`config.mk`:
```
export PLATFORM = sky130hd
export DESIGN_NAME = uart_frame_tx
export DESIGN_NICKNAME = d
export VERILOG_FILES = /design/src/rtl/uftx_pkg.sv /design/src/rtl/uftx_baud_gen.sv /design/src/rtl/uftx_serializer.sv /design/src/rtl/uart_frame_tx.sv
export SDC_FILE = /design/constraint.sdc
export NUM_CORES = 1
export LEC_CHECK = 0
export BUFFER_PORTS_ARGS = -buffer_cell sky130_fd_sc_hd__buf_2
export CAP_MARGIN = 25
export CORE_UTILIZATION = 50
export CTS_CLUSTER_DIAMETER = 60
export CTS_CLUSTER_SIZE = 28
export DETAILED_ROUTE_END_ITERATION = 8
export HOLD_SLACK_MARGIN = 0.15
export PLACE_DENSITY = 0.7
export SYNTH_ARGS = -nofsm -noshare
export SYNTH_HDL_FRONTEND = slang
export SYNTH_SLANG_ARGS = --single-unit
export TNS_END_PERCENT = 50
```
`constraint.sdc`:
```
create_clock -name clk -period 5.75 [get_ports clk]
set_input_delay 1.15 -clock clk [delete_from_list [all_inputs] [get_ports clk]]
set_output_delay 1.15 -clock clk [all_outputs]
set_load 0.02 [all_outputs]
```
`src/rtl/uftx_pkg.sv`:
```
package uftx_pkg;
    typedef enum logic [2:0] {
        ST_IDLE,
        ST_START,
        ST_DATA,
        ST_PAR,
        ST_STOP
    } tx_state_e;
endpackage

```
`src/rtl/uftx_baud_gen.sv`:
```
module uftx_baud_gen #(
    parameter int DIV_W = 16
) (
    input  logic             clk,
    input  logic             rst_n,
    input  logic [DIV_W-1:0] divisor,
    output logic             tick
);
    typedef struct packed {
        logic [DIV_W-1:0] cnt;
    } baud_t;

    baud_t cur_q, nxt_d;

    always_comb begin
        nxt_d = cur_q;
        tick  = 1'b0;
        if (divisor == '0) begin
            nxt_d.cnt = '0;
        end else if (cur_q.cnt >= DIV_W'(divisor - DIV_W'(1))) begin
            tick      = 1'b1;
            nxt_d.cnt = '0;
        end else begin
            nxt_d.cnt = cur_q.cnt + DIV_W'(1);
        end
    end

    always_ff @(posedge clk or negedge rst_n) begin
        if (!rst_n) cur_q <= '0;
        else        cur_q <= nxt_d;
    end


    tick_spacing_chk: assert property (@(posedge clk) disable iff (!rst_n)
        (tick && divisor > DIV_W'(1)) |=> (!tick || divisor != $past(divisor)));
endmodule

```
`src/rtl/uftx_serializer.sv`:
```
module uftx_serializer #(
    parameter int DATA_W = 8,
    parameter int OVS    = 16
) (
    input  logic              clk,
    input  logic              rst_n,
    input  logic              tick,
    input  logic              wr_en,
    input  logic [DATA_W-1:0] wr_data,
    input  logic [1:0]        cfg_wlen,
    input  logic              cfg_par_en,
    input  logic              cfg_par_odd,
    input  logic              cfg_stop2,
    output logic              txd,
    output logic              hold_empty,
    output logic              tx_empty
);
    import uftx_pkg::*;

    localparam int CNT_W  = $clog2(2 * OVS);
    localparam int BIDX_W = $clog2(DATA_W);
    localparam logic [CNT_W-1:0] BIT_LAST  = CNT_W'(OVS - 1);
    localparam logic [CNT_W-1:0] STOP1_END = CNT_W'(OVS - 1);
    localparam logic [CNT_W-1:0] STOPH_END = CNT_W'(OVS + OVS / 2 - 1);
    localparam logic [CNT_W-1:0] STOP2_END = CNT_W'(2 * OVS - 1);

    typedef struct packed {
        tx_state_e         state;
        logic [DATA_W-1:0] hold;
        logic              hold_full;
        logic [DATA_W-1:0] shreg;
        logic [BIDX_W-1:0] bidx;
        logic [BIDX_W-1:0] last_idx;
        logic [CNT_W-1:0]  tcnt;
        logic [CNT_W-1:0]  stop_end;
        logic              par_en;
        logic              par_bit;
    } ser_t;

    ser_t cur_q, nxt_d;

    logic              load;
    logic [BIDX_W-1:0] new_last;
    logic [DATA_W-1:0] act_mask;

    always_comb begin
        new_last = BIDX_W'(4) + BIDX_W'(cfg_wlen);
        for (int i = 0; i < DATA_W; i++) begin
            act_mask[i] = (i <= int'(new_last));
        end
    end

    always_comb begin
        nxt_d = cur_q;
        load  = (cur_q.state == ST_IDLE) && cur_q.hold_full;

        if (wr_en) begin
            nxt_d.hold      = wr_data;
            nxt_d.hold_full = 1'b1;
        end else if (load) begin
            nxt_d.hold_full = 1'b0;
        end

        case (cur_q.state)
            ST_IDLE: begin
                if (load) begin
                    nxt_d.state    = ST_START;
                    nxt_d.shreg    = cur_q.hold;
                    nxt_d.tcnt     = '0;
                    nxt_d.bidx     = '0;
                    nxt_d.last_idx = new_last;
                    nxt_d.par_en   = cfg_par_en;
                    nxt_d.par_bit  = (^(cur_q.hold & act_mask)) ^ cfg_par_odd;
                    if (!cfg_stop2)          nxt_d.stop_end = STOP1_END;
                    else if (cfg_wlen == '0) nxt_d.stop_end = STOPH_END;
                    else                     nxt_d.stop_end = STOP2_END;
                end
            end
            ST_START: begin
                if (tick) begin
                    if (cur_q.tcnt == BIT_LAST) begin
                        nxt_d.tcnt  = '0;
                        nxt_d.state = ST_DATA;
                    end else begin
                        nxt_d.tcnt = cur_q.tcnt + CNT_W'(1);
                    end
                end
            end
            ST_DATA: begin
                if (tick) begin
                    if (cur_q.tcnt == BIT_LAST) begin
                        nxt_d.tcnt  = '0;
                        nxt_d.shreg = cur_q.shreg >> 1;
                        if (cur_q.bidx == cur_q.last_idx) begin
                            nxt_d.state = cur_q.par_en ? ST_PAR : ST_STOP;
                        end else begin
                            nxt_d.bidx = cur_q.bidx + BIDX_W'(1);
                        end
                    end else begin
                        nxt_d.tcnt = cur_q.tcnt + CNT_W'(1);
                    end
                end
            end
            ST_PAR: begin
                if (tick) begin
                    if (cur_q.tcnt == BIT_LAST) begin
                        nxt_d.tcnt  = '0;
                        nxt_d.state = ST_STOP;
                    end else begin
                        nxt_d.tcnt = cur_q.tcnt + CNT_W'(1);
                    end
                end
            end
            ST_STOP: begin
                if (tick) begin
                    if (cur_q.tcnt == cur_q.stop_end) begin
                        nxt_d.tcnt  = '0;
                        nxt_d.state = ST_IDLE;
                    end else begin
                        nxt_d.tcnt = cur_q.tcnt + CNT_W'(1);
                    end
                end
            end
            default: nxt_d.state = ST_IDLE;
        endcase
    end

    always_ff @(posedge clk or negedge rst_n) begin
        if (!rst_n) begin
            cur_q       <= '0;
            cur_q.state <= ST_IDLE;
        end else begin
            cur_q <= nxt_d;
        end
    end

    always_comb begin
        case (cur_q.state)
            ST_START: txd = 1'b0;
            ST_DATA:  txd = cur_q.shreg[0];
            ST_PAR:   txd = cur_q.par_bit;
            default:  txd = 1'b1;
        endcase
    end

    assign hold_empty = !cur_q.hold_full;
    assign tx_empty   = (cur_q.state == ST_IDLE) && !cur_q.hold_full;


    idle_high_chk: assert property (@(posedge clk) disable iff (!rst_n)
        tx_empty |-> txd);


    empty_order_chk: assert property (@(posedge clk) disable iff (!rst_n)
        tx_empty |-> hold_empty);


    load_start_chk: assert property (@(posedge clk) disable iff (!rst_n)
        (cur_q.state == ST_IDLE && cur_q.hold_full) |=> (!txd && (hold_empty || $past(wr_en))));


    no_tick_hold_chk: assert property (@(posedge clk) disable iff (!rst_n)
        (!tick && cur_q.state != ST_IDLE) |=> (cur_q.state == $past(cur_q.state)));


    stop_len_chk: assert property (@(posedge clk) disable iff (!rst_n)
        (cur_q.state == ST_STOP) |-> (cur_q.tcnt <= cur_q.stop_end));
endmodule

```
`src/rtl/uart_frame_tx.sv`:
```
module uart_frame_tx #(
    parameter int DATA_W = 8,
    parameter int DIV_W  = 16,
    parameter int OVS    = 16
) (
    input  logic              clk,
    input  logic              rst_n,
    input  logic              wr_en,
    input  logic [DATA_W-1:0] wr_data,
    input  logic [1:0]        cfg_wlen,
    input  logic              cfg_par_en,
    input  logic              cfg_par_odd,
    input  logic              cfg_stop2,
    input  logic [DIV_W-1:0]  divisor,
    output logic              txd,
    output logic              hold_empty,
    output logic              tx_empty
);
    logic tick;

    uftx_baud_gen #(.DIV_W(DIV_W)) baud_i (
        .clk     (clk),
        .rst_n   (rst_n),
        .divisor (divisor),
        .tick    (tick)
    );

    uftx_serializer #(.DATA_W(DATA_W), .OVS(OVS)) ser_i (
        .clk         (clk),
        .rst_n       (rst_n),
        .tick        (tick),
        .wr_en       (wr_en),
        .wr_data     (wr_data),
        .cfg_wlen    (cfg_wlen),
        .cfg_par_en  (cfg_par_en),
        .cfg_par_odd (cfg_par_odd),
        .cfg_stop2   (cfg_stop2),
        .txd         (txd),
        .hold_empty  (hold_empty),
        .tx_empty    (tx_empty)
    );
endmodule

```
Word-level counts from Yosys, hierarchy flattened
Index checks and enable logic that the tools add are counted.
{"block": "totals", "register_bits": 54, "latchBits": 0, "mem_bits_rw": 0, "rom_bits": 0, "output_inout_bits": 3, "word_cells": 92, "mem_count": 0}
{"block": "op_classes", "addsub": 5, "mul": 0, "n_div": 0, "magnitude_cmp": 8, "n_eq_ne": 19, "shifts": 0, "n_mux": 31, "bitwise_logic": 2, "reduce_logical": 16}
{"operator": "2-to-1 mux 3 bit", "n": 12}
{"operator": "2-to-1 mux 16 bit", "n": 2}
{"operator": "2-to-1 mux 26 bit", "n": 1}
{"operator": "2-to-1 mux 5 bit", "n": 5}
{"operator": "2-to-1 mux 11 bit", "n": 2}
{"operator": "one-hot mux 11 bit (2 select lines)", "n": 1}
{"operator": "adder 16 x 1 -> 16 bit, second input constant", "n": 1}
{"operator": ">= comparator 16 bit", "n": 1}
{"operator": "logical NOT 16 bit", "n": 1}
{"operator": "subtractor 16 x 1 -> 16 bit, second input constant", "n": 1}
{"operator": "one-hot mux 3 bit (5 select lines)", "n": 1}
{"operator": "one-hot mux 5 bit (3 select lines)", "n": 1}
{"operator": "!= test 2 x 1 -> 1 bit, second input constant", "n": 7}
{"operator": "<= comparator 3 bit, first input constant", "n": 4}
{"operator": "!= test 2 bit, second input constant", "n": 5}
{"operator": "AND reduction 10 bit", "n": 1}
{"operator": "bitwise AND 8 bit", "n": 1}
{"operator": "AND reduction 4 bit", "n": 2}
{"operator": "XOR reduction 8 bit", "n": 1}
{"operator": "== test 3 x 2 -> 1 bit, second input constant", "n": 2}
{"operator": "<= comparator 2 x 3 -> 1 bit, first input constant", "n": 2}
{"operator": "adder 5 x 1 -> 5 bit, second input constant", "n": 1}
{"operator": "== test 5 x 4 -> 1 bit, second input constant", "n": 1}
{"operator": "== test 5 bit", "n": 1}
{"operator": "other kinds (19)", "n": 24}

Logic depth before layout (Yosys ltp)
Gate-level depths: netlist of run 1.
{"block": "depth", "ltp_word": 7, "ltp_mapped": 16, "ltp_nobuf": 13}

Cells and area by module
Synthesis of run 1 repeated with hierarchy kept, for this count alone.
{"block": "unflattened", "cells_unflattened": 346, "area_unflattened_um2": 3241.9}
{"mod": "uftx_serializer", "instances": 1, "cells_each": 192, "area_per_inst_um2": 1874.3}
{"mod": "uftx_baud_gen", "instances": 1, "cells_each": 154, "area_per_inst_um2": 1367.6}

Least setup slack after synthesis of run 1
No wires, ideal clock.
{"block": "synth_path", "kind": "input-to-reg", "startpoint": "in divisor[0]", "endpoint": "reg ser_i.cur_q[36] (netlist bit)", "arrival_time_ps": 4260, "required_time_ps": 5628, "path_slack_ps": 1368, "stages": 14, "path_cell_list": "inv_1 -> ha_1 -> or4b_1 -> or2_2 -> nor3b_1 -> xnor2_1 -> ha_1 -> nand4_1 -> nor3_1 -> o2111ai_1 -> and3_1 -> buf_2 -> or4_1 -> a32o_1"}
{"block": "synth_via", "elab_chain_cells": 6, "elab_cells_between_ends": 10}
{"element": "start: declaration", "line_no": "uart_frame_tx.sv:14", "rtl": "input logic [DIV_W-1:0] divisor,"}
{"element": "subtractor 16 x 1 -> 16 bit", "line_no": "uftx_baud_gen.sv:20", "rtl": "end else if (cur_q.cnt >= DIV_W'(divisor - DIV_W'(1))) begin"}
{"element": ">= comparator 16 bit", "line_no": "uftx_baud_gen.sv:20"}
{"element": "2-to-1 mux 1 bit", "line_no": "uftx_baud_gen.sv:20"}
{"element": "2-to-1 mux 1 bit *", "line_no": "uftx_baud_gen.sv:18", "rtl": "if (divisor == '0) begin"}
{"element": "!= test 2 bit (no source line)"}
{"element": "AND reduction 10 bit (no source line) *"}
{"element": "end signal: assignment", "line_no": "uftx_serializer.sv:133", "rtl": "cur_q <= nxt_d;"}
{"element": "end: declaration", "line_no": "uftx_serializer.sv:40", "rtl": "ser_t cur_q, nxt_d;"}
Mark *: on every way between the ends. The rest lies on a longest branch, timed or not.
A chain may end at the register's enable or synchronous reset.

Final worst setup path of run 1
{"block": "layout_path", "startpoint": "in divisor[0]", "endpoint": "reg ser_i.cur_q[19] (netlist bit)"}
{"block": "layout_via", "elab_chain_cells": 6, "elab_cells_between_ends": 7}
{"element": "subtractor 16 x 1 -> 16 bit", "line_no": "uftx_baud_gen.sv:20"}
{"element": ">= comparator 16 bit", "line_no": "uftx_baud_gen.sv:20"}
{"element": "2-to-1 mux 1 bit", "line_no": "uftx_baud_gen.sv:20"}
{"element": "2-to-1 mux 1 bit *", "line_no": "uftx_baud_gen.sv:18"}
{"element": "!= test 2 bit (no source line) *"}
{"element": "AND reduction 4 bit (no source line) *"}
Marked as above.

==> results.txt, run 1 <==
----------------------------------------------------
[Critical path]
  Worst path cell trace ... buf_2 > inv_1 > ha_1 > or4b_1 > or2_2 > nor3b_1 > xnor2_1 > ha_1 > nand4_1 > nor3_1 > o2111ai_1 > and3_1 > o31a_1 > a221oi_1
  Cell seen most often among critical-path stages ... sky130_fd_sc_hd__ha_1
  Reg-to-Reg End ... baud_i.cur_q[8]
  Worst stage delay on the critical path ... 0.53 ns
  CP required ... 5.95 ns
  Maximum fanout encountered on the critical timing path ... 19
  Max stage delay cell, worst path ... sky130_fd_sc_hd__or4b_1
  Number of cells on the worst reg-to-reg path ... 8
  Flop2flop setup slack ... 2.92 ns
  Reg2Reg Launch Point ... baud_i.cur_q[0]
  Family with the most delay on the worst path ... simple AND/OR/NAND/NOR gates
  Type of element capturing the critical path ... flop
  Critical Path Start Type ... primary input
  Data arrival time of the critical path ... 4.84 ns
  Path type of the worst setup path ... primary input to flop
  Sum of buffers and inverters on the critical path ... 2

[Floorplanning]
  Height of the die ... 82.9 microns
  Number of rows created at floorplan ... 29
  Die span in x ... 82.9 microns
  Die area ... 6870 sq um
  Initial Util ... 0.518
  Core footprint ... 6310 sq um
  Top-level I/O count ... 35

[CTS]
  Number of sinks driven by the clock tree ... 51
  Setup Fix Bufs, Post-CTS ... 0
  Hold buffers post-CTS ... 0
  Root buffer cell ... sky130_fd_sc_hd__clkbuf_8
  # resized after CTS ... 0
  CTS tree ... yes
  CTS buffer count ... 5
  H-Tree Depth ... 2
  Longest Clk Path Bufs ... 2
  Clock-pin slew of the registers on the worst-case setup and hold paths ... 0.10 ns
  Skew-Pair Late Insertion Delay ... 0.32 ns

[Power and ir drop]
  Maximum resistive drop on vdd ... 0.180 mV
  Static leakage power ... 0.00165 uW
  Pwr dens ... 310 nW/um^2

[Routing]
  Detail-routed net length per standard cell ... 14.1 microns
  Vias per cell ... 5.60
  Number of iterations in the first detailed-routing pass ... 4
  Number of design-rule violations left by the first detailed-router iteration ... 199
  Number of remaining DRC errors ... 0
  Total via count in the routed design ... 2,616
  Antenna viol nets, final ... 0
  Total wirelength of the detailed-routed design ... 6580 microns

[Timing]
  Maximum clock frequency ... 216 MHz
  Final critical-path required period ... 4.63 ns
  Slew margin rel. ... 0.408
  Transition time of the tightest slew-check pin ... 0.886 ns
  Setup Viol. Count Final ... 0
  Worst Hold Margin ... 0.507 ns
  Number of hold-slack violations in the final timing report ... 0
  Final worst-path cycle share ... 0.806
  Unrepaired setup endpoints after global routing ... no
  Clock skew after layout ... 0.0165 ns
  Final Max Tran Viols ... 0
  Post-route setup TNS ... 0 ns

[Layout]
  P&R area growth vs syn ... 10.9%
  Share of post-route cells with drive strength above 1 ... 0.146
  Highest-count cells in the layout ignoring fill and taps ... 51 x sky130_fd_sc_hd__dfrtp_1, 42 x sky130_fd_sc_hd__nor2_1, 41 x sky130_fd_sc_hd__nand2_1, 34 x sky130_fd_sc_hd__buf_2, 27 x sky130_fd_sc_hd__xnor2_1
  Sequential Area ... 1280 sq um
  Most common library cell in the layout ignoring fill and taps ... sky130_fd_sc_hd__dfrtp_1
  Number of antenna diodes ... 0
  Number of cells in the finished layout apart from fillers ... 467
  Layout net count ... 443
  Fillers ... 568
  Area occupied by multi-input gates ... 1870 sq um

[Yosys]
  Cell area after synthesis ... 3270 sq um
  Most used flip-flop cell after synthesis ... sky130_fd_sc_hd__dfrtp_1
  Async set-reset flop share out of synthesis ... 1.00
  Synth Register Bits ... 51
  Syn Nets ... 412
  Number of standard cells after synthesis ... 358
  Unique masters post-synth ... 57
  Count of flip-flops with a built-in enable after synthesis ... 0
  Count of warnings emitted by yosys ... 0
  Synthesized area per cell ... 9.13 sq um
  Sequential fraction of the synthesis area ... 0.390

[Placement]
  HPWL after detailed placement ... 4750 microns
  DP Cell Count ... 459
  Final Wtd Congestion ... 0.826
  I/O Buffers ... 34

[GRT]
  Maximum number of pins on one net before global-route repair ... 52
  Total grt overflow ... 0
  Vias in the first global route ... 2,521
  Antenna violations before repair ... 0
  Global-route wire length before repair ... 11,600 microns
  Total global-route track usage ... 0.207

[Flow run]
  Number of max-cap violations ... 0

[Hold path]
  Number of stages on the worst hold path ... 2
  Worst hold path endpoint ... ser_i.cur_q[0]
  Hold path startpoint ... ser_i.cur_q[0]
  Path category of the worst min-delay check ... flop to flop

[Outcome]
  Status ... finished clean

----------------------------------------------------
==> sequential cells by signal, indices dropped and copies added (netlist names) <==
name / flops
ser_i.cur_q: 35
baud_i.cur_q: 16
==> through the flow <==
stage / cell area, sq um / setup slack (ns) / utilization / total power [uW]
global placement: 3490 / 0.967 / 0.553 / 823
finish: 3630 / 1.12 / 0.574 / 1120
detailed placement: 3490 / 0.822 / 0.553 / 833
global route: 3630 / 0.800 / 0.574 / 1210
CTS: 3630 / 1.13 / 0.574 / 1130
floorplan: 3270 / 1.37 / - / 745
==> worst min-delay path: stages (launching register included) <==
cell and delay (ns):
sky130_fd_sc_hd__dfrtp_1 0.37, sky130_fd_sc_hd__nand2_1 0.05, sky130_fd_sc_hd__o21ai_0 0.06
==> cells by family after synthesis <==
kind of cell	count (synthesis)	synth area share
AND/OR/NAND/NOR	154	0.228
flip-flops	51	0.390
AO/OA/AOI/OAI	50	0.113
XOR/XNOR	41	0.110
buffers and inverters	29	0.0371
adder cells (fa/ha/maj)	22	0.0842
multiplexers	11	0.0367
==> routing by layer <==
metal	vias to the layer above	GRT usage	share of wire
met5	-	0	0
met1	1245	0.296	0.50
met4	0	0.0533	0.012
met2	48	0.325	0.45
li1	1316	-	-
met3	7	0.0358	0.036
==> layout make-up <==
class                   instances  area share
multi-input cells             278       0.516
flip-flops and latches         51       0.352
repair buffers                 35      0.0490
well taps                      77      0.0266
clock buffers                   5      0.0190
clock inverters                 3      0.0186
inverters                      18      0.0186
==> report_power, final <==
group | total [uW] | internal, uW | switching (uW)
Clock | 299 | 174 | 125
Sequential | 517 | 437 | 79.8
Combinational | 308 | 151 | 157
==> synthesized netlist by cell type, drive strengths merged (2+ instances only) <==
library cell,count,area share
o211ai,2,0.0046
a221oi,7,0.019
xor2,14,0.038
nor4,4,0.0077
mux2i,3,0.0092
dfrtp,51,0.39
nor3,18,0.029
nor3b,3,0.0069
o21a,2,0.0046
a21oi,7,0.011
nand4,2,0.0038
and3,8,0.015
inv,17,0.020
nand2b,4,0.0077
a31o,3,0.0080
nand3b,2,0.0046
ha,22,0.084
a2111o,2,0.0069
o21ai,9,0.014
xnor2,27,0.072
and2,2,0.0042
mux2,8,0.028
buf,6,0.011
nand3,11,0.017
a31oi,3,0.0057
a211o,2,0.0054
or4,4,0.0092
nand2,41,0.047
clkbuf,5,0.0057
or2,2,0.0038
nor2b,2,0.0038
nor2,43,0.050
or3,4,0.0077
==> how the worst max path moves through the flow <==
stage,start,endpoint,slack [ns],depth (start not counted)
after floorplan,divisor[0],ser_i.cur_q[36],1.37,14
after global routing,divisor[0],ser_i.cur_q[19],0.80,14
after detailed placement,divisor[0],ser_i.cur_q[36],0.82,14
after global placement,divisor[0],ser_i.cur_q[36],0.97,14
after CTS,divisor[0],ser_i.cur_q[19],1.13,14
final,divisor[0],ser_i.cur_q[19],1.12,14
(Power assumes the default switching activity.)
==> run 2: changes to the inputs <==
--- a/config.mk
+++ b/config.mk
@@ -5,6 +5,7 @@
 export SDC_FILE = /design/constraint.sdc
 export NUM_CORES = 1
 export LEC_CHECK = 0
+export ABC_AREA = 1
 export BUFFER_PORTS_ARGS = -buffer_cell sky130_fd_sc_hd__buf_2
 export CAP_MARGIN = 25
 export CORE_UTILIZATION = 50
@@ -12,7 +13,7 @@
 export CTS_CLUSTER_SIZE = 28
 export DETAILED_ROUTE_END_ITERATION = 8
 export HOLD_SLACK_MARGIN = 0.15
-export PLACE_DENSITY = 0.7
+export PLACE_DENSITY = 0.72
 export SYNTH_ARGS = -nofsm -noshare
 export SYNTH_HDL_FRONTEND = slang
 export SYNTH_SLANG_ARGS = --single-unit
==> constraint.sdc (replaced) <==
create_clock -name clk -period 3.98 [get_ports clk]
set_input_delay 0.796 -clock clk [delete_from_list [all_inputs] [get_ports clk]]
set_output_delay 0.796 -clock clk [all_outputs]
set_load 0.02 [all_outputs]
==> run 2 against run 1 <==
- clock skew shrank 0.013 ns
- final cell count grew 20%
- hold slack lost 0.029 ns
- global-route usage shrank 0.72 points
- register-to-register slack lost 1.1 ns
- critical path type unchanged
==> results.txt, run 2 <==
----------------------------------------------------
[Yosys]
  Syn Nets ... 498 (was 412)
  Synth area leader ... sky130_fd_sc_hd__dfrtp_1 (unchanged)
  Sequential fraction of the synthesis area ... 0.375 (was 0.390)
  Count of flip-flops with a built-in enable after synthesis ... 0 (unchanged)
  Most used flip-flop cell after synthesis ... sky130_fd_sc_hd__dfrtp_1 (unchanged)
  Count of warnings emitted by yosys ... 0 (unchanged)
  Async set-reset flop share out of synthesis ... 1.00 (unchanged)
  Number of standard cells after synthesis ... 444 (was 358)
  Unique masters post-synth ... 34 (was 57)
  Most frequent cell after synthesis ... sky130_fd_sc_hd__nand2_1 (was sky130_fd_sc_hd__dfrtp_1)
  Synth Register Bits ... 51 (unchanged)
  Cell area after synthesis ... 3410 sq um (was 3270 sq um)
  Most numerous cell types in the synthesized netlist ... 105 x sky130_fd_sc_hd__nand2_1, 61 x sky130_fd_sc_hd__inv_1, 51 x sky130_fd_sc_hd__dfrtp_1 (was 51 x sky130_fd_sc_hd__dfrtp_1, 42 x sky130_fd_sc_hd__nor2_1, 41 x sky130_fd_sc_hd__nand2_1)
  Largest cells by area after synthesis ... sky130_fd_sc_hd__dfrtp_1 37%, sky130_fd_sc_hd__nand2_1 12%, sky130_fd_sc_hd__ha_1 8.1% (was sky130_fd_sc_hd__dfrtp_1 39%, sky130_fd_sc_hd__ha_1 8.4%, sky130_fd_sc_hd__xnor2_1 7.2%)
  Synthesized area per cell ... 7.67 sq um (was 9.13 sq um)
  Yosys top cell area share ... 0.375 (was 0.390)

[CTS]
  Clock-pin slew of the registers on the worst-case setup and hold paths ... 0.09 ns (was 0.10 ns)
  Longest Clk Path Bufs ... 2 (unchanged)
  Setup Fix Bufs, Post-CTS ... 0 (unchanged)
  CTS buffer count ... 5 (unchanged)
  Root buffer cell ... sky130_fd_sc_hd__clkbuf_8 (unchanged)
  H-Tree Depth ... 2 (unchanged)
  Hold buffers post-CTS ... 0 (unchanged)
  Skew-Pair Late Insertion Delay ... 0.30 ns (was 0.32 ns)
  # resized after CTS ... 0 (unchanged)
  Number of sinks driven by the clock tree ... 51 (unchanged)
  CTS tree ... yes (unchanged)

[GRT]
  Total global-route track usage ... 0.199 (was 0.207)
  Global-route track usage on met3 ... 0.0354 (was 0.0358)
  Global-route met1 utilization ... 0.281 (was 0.296)
  Vias in the first global route ... 2,600 (was 2,521)
  Antenna violations before repair ... 0 (unchanged)
  Met2 Usage GRT ... 0.311 (was 0.325)
  Global-route wire length before repair ... 11,500 microns (was 11,600 microns)
  Maximum number of pins on one net before global-route repair ... 36 (was 52)
  Total grt overflow ... 0 (unchanged)
  Busiest metal layer after global routing ... met2 (unchanged)

[Timing]
  Post-route setup TNS ... 0 ns (unchanged)
  Number of hold-slack violations in the final timing report ... 0 (unchanged)
  Final Max Tran Viols ... 0 (unchanged)
  Final worst-path cycle share ... 0.790
  Unrepaired setup endpoints after global routing ... no (unchanged)
  Transition time of the tightest slew-check pin ... 0.767 ns (was 0.886 ns)
  Setup Viol. Count Final ... 0 (unchanged)
  Slew margin rel. ... 0.489 (was 0.408)
  Maximum clock frequency ... 318 MHz
  Final critical-path required period ... 3.14 ns
  Clock skew after layout ... 0.00382 ns (was 0.0165 ns)

[Critical path]
  Maximum fanout encountered on the critical timing path ... 8 (was 19)
  Critical Path Start Type ... primary input (unchanged)
  Max stage delay cell, worst path ... sky130_fd_sc_hd__ha_1 (was sky130_fd_sc_hd__or4b_1)
  Worst path cell trace ... buf_2 > nor2_1 > nand4_1 > nor3_2 > nand2_1 > nor3_1 > xor2_1 > inv_1 > ha_1 > a21oi_1 > o21ai_0 > a21oi_1 > nand2_1 > nand2_2 > nand2_4 > nand2_4 > nand2_2 > o21ai_2 (was buf_2 > inv_1 > ha_1 > or4b_1 > or2_2 > nor3b_1 > xnor2_1 > ha_1 > nand4_1 > nor3_1 > o2111ai_1 > and3_1 > o31a_1 > a221oi_1)
  Worst stage delay on the critical path ... 0.28 ns (was 0.53 ns)
  Sum of buffers and inverters on the critical path ... 2 (unchanged)
  Data arrival time of the critical path ... 3.38 ns (was 4.84 ns)
  CP required ... 4.22 ns (was 5.95 ns)
  Type of element capturing the critical path ... flop (unchanged)
  Path type of the worst setup path ... primary input to flop (unchanged)
  Family with the most delay on the worst path ... simple AND/OR/NAND/NOR gates (unchanged)
  Flop2flop setup slack ... 1.85 ns (was 2.92 ns)

[Layout]
  Register with the highest flop count ... ser_i.cur_q (unchanged)
  Most common library cell in the layout ignoring fill and taps ... sky130_fd_sc_hd__nand2_1 (was sky130_fd_sc_hd__dfrtp_1)
  Highest-count cells in the layout ignoring fill and taps ... 105 x sky130_fd_sc_hd__nand2_1, 61 x sky130_fd_sc_hd__inv_1, 51 x sky130_fd_sc_hd__dfrtp_1, 43 x sky130_fd_sc_hd__nor2_1, 34 x sky130_fd_sc_hd__buf_2 (was 51 x sky130_fd_sc_hd__dfrtp_1, 42 x sky130_fd_sc_hd__nor2_1, 41 x sky130_fd_sc_hd__nand2_1, 34 x sky130_fd_sc_hd__buf_2, 27 x sky130_fd_sc_hd__xnor2_1)
  Fillers ... 621 (was 568)
  Max FFs per register ... 35 (unchanged)
  Final cell utilization of the core ... 0.577 (was 0.574)
  Largest registers ranked by flip-flop count ... ser_i.cur_q: 35 flops, baud_i.cur_q: 16 flops (unchanged)
  Share of post-route cells with drive strength above 1 ... 0.133 (was 0.146)
  Layout net count ... 535 (was 443)
  Number of antenna diodes ... 0 (unchanged)
  P&R area growth vs syn ... 9.47% (was 10.9%)
  Final standard cell area without fillers ... 3730 sq um (was 3630 sq um)

[Floorplanning]
  Height of the die ... 84.5 microns (was 82.9 microns)
  Initial Util ... 0.528 (was 0.518)
  Core footprint ... 6460 sq um (was 6310 sq um)
  Die span in x ... 84.5 microns (was 82.9 microns)
  Top-level I/O count ... 35 (unchanged)
  Die area ... 7150 sq um (was 6870 sq um)
  Number of rows created at floorplan ... 29 (unchanged)

[Routing]
  Antenna viol nets, final ... 0 (unchanged)
  Number of iterations in the first detailed-routing pass ... 4 (unchanged)
  Number of remaining DRC errors ... 0 (unchanged)
  Total wirelength of the detailed-routed design ... 6490 microns (was 6580 microns)
  Total via count in the routed design ... 2,836 (was 2,616)
  Number of design-rule violations left by the first detailed-router iteration ... 136 (was 199)
  Vias per cell ... 5.07 (was 5.60)
  Detail-routed net length per standard cell ... 11.6 microns (was 14.1 microns)

[Placement]
  Placement-stage cell area ... 3640 sq um (was 3490 sq um)
  HPWL after detailed placement ... 5070 microns (was 4750 microns)
  I/O Buffers ... 34 (unchanged)
  Final Wtd Congestion ... 0.851 (was 0.826)

[Power and ir drop]
  Static leakage power ... 0.00188 uW (was 0.00165 uW)
  Maximum resistive drop on vdd ... 0.259 mV (was 0.180 mV)
  Share of total power in the clock network ... 0.204 (was 0.266)
  PnR Total Power ... 1440 uW (was 1120 uW)
  Sequential power share ... 0.502 (was 0.460)
  Pwr dens ... 387 nW/um^2 (was 310 nW/um^2)
  Internal power consumption ... 932 uW (was 762 uW)
  Net switching fraction of the power ... 0.355 (was 0.322)
  Switching power summed over all nets ... 512 uW (was 362 uW)
  Combinational group share of total power ... 0.294 (was 0.274)

[Outcome]
  Status ... finished clean (unchanged)

[Flow run]
  Number of max-cap violations ... 0 (unchanged)

[Hold path]
  Path category of the worst min-delay check ... flop to flop (unchanged)

----------------------------------------------------
[run 2: routing by layer]
layer,wire [microns],vias up
met1,3320,1302
met2,2950,34
met4,48,0
met3,166,8
li1,-,1492
met5,0,-
[run 2: cell families (layout without fill, tap and decap cells)]
group,Yosys count,after routing,synth area share
AO/OA/AOI/OAI,44,44,0.0720
XOR/XNOR,36,36,0.0925
adder cells (fa/ha/maj),22,22,0.0808
buffers and inverters,68,106,0.0801
flip-flops,51,51,0.375
AND/OR/NAND/NOR,223,223,0.300
[run 2: metrics by stage]
| step | worst slack, ns | instances | hold slack, ns |
|---|---|---|---|
| floorplan | 0.933 | 444 | 0.442 |
| global placement | 0.558 | 551 | 0.455 |
| detailed placement | 0.485 | 551 | 0.462 |
| CTS | 0.807 | 559 | 0.486 |
| global route | 0.461 | 559 | 0.512 |
| finish | 0.838 | 559 | 0.478 |
[run 2: worst paths after layout]
check | from | end | cells past startpoint
setup / recovery | divisor[3] | ser_i.cur_q[25] | 18
hold / removal | ser_i.cur_q[20] | ser_i.cur_q[20] | 2
setup reg to reg | ser_i.cur_q[37] | ser_i.cur_q[25] | 8
hold reg to reg | ser_i.cur_q[20] | ser_i.cur_q[20] | 2
max in group asynchronous | rst_n | ser_i.cur_q[20] | 2
min in group asynchronous | rst_n | baud_i.cur_q[15] | 1
[run 2: worst reg2reg max path, stage by stage, from the launching register on]
cell and delay (ns):
sky130_fd_sc_hd__dfrtp_1 0.44, sky130_fd_sc_hd__inv_1 0.11, sky130_fd_sc_hd__nand2_1 0.08, sky130_fd_sc_hd__nor2_2 0.48, sky130_fd_sc_hd__inv_1 0.22, sky130_fd_sc_hd__o21ai_2 0.40
sky130_fd_sc_hd__nand2_4 0.15, sky130_fd_sc_hd__nand2_2 0.09, sky130_fd_sc_hd__o21ai_2 0.05
[run 2: final cells by class]
class | count | area, sq um | share of cell area
timing repair buffer | 35 | 178 | 0.0476
inverter | 63 | 236 | 0.0634
clock inverter | 2 | 12.5 | 0.00335
multi-input combinational | 325 | 1860 | 0.498
sequential | 51 | 1280 | 0.342
clock buffer | 6 | 72.6 | 0.0195
tap | 77 | 96.3 | 0.0258
[run 2: power by group through the flow]
| stage | sequential (uW) | combinational [uW] | clock (uW) |
|---|---|---|---|
| final | 725 | 425 | 294 |
| after global routing | 742 | 501 | 327 |
| after CTS | 726 | 431 | 308 |
| after detailed placement | 737 | 429 | 0 |
| after global placement | 736 | 410 | 0 |
| after floorplan | 710 | 339 | 0 |
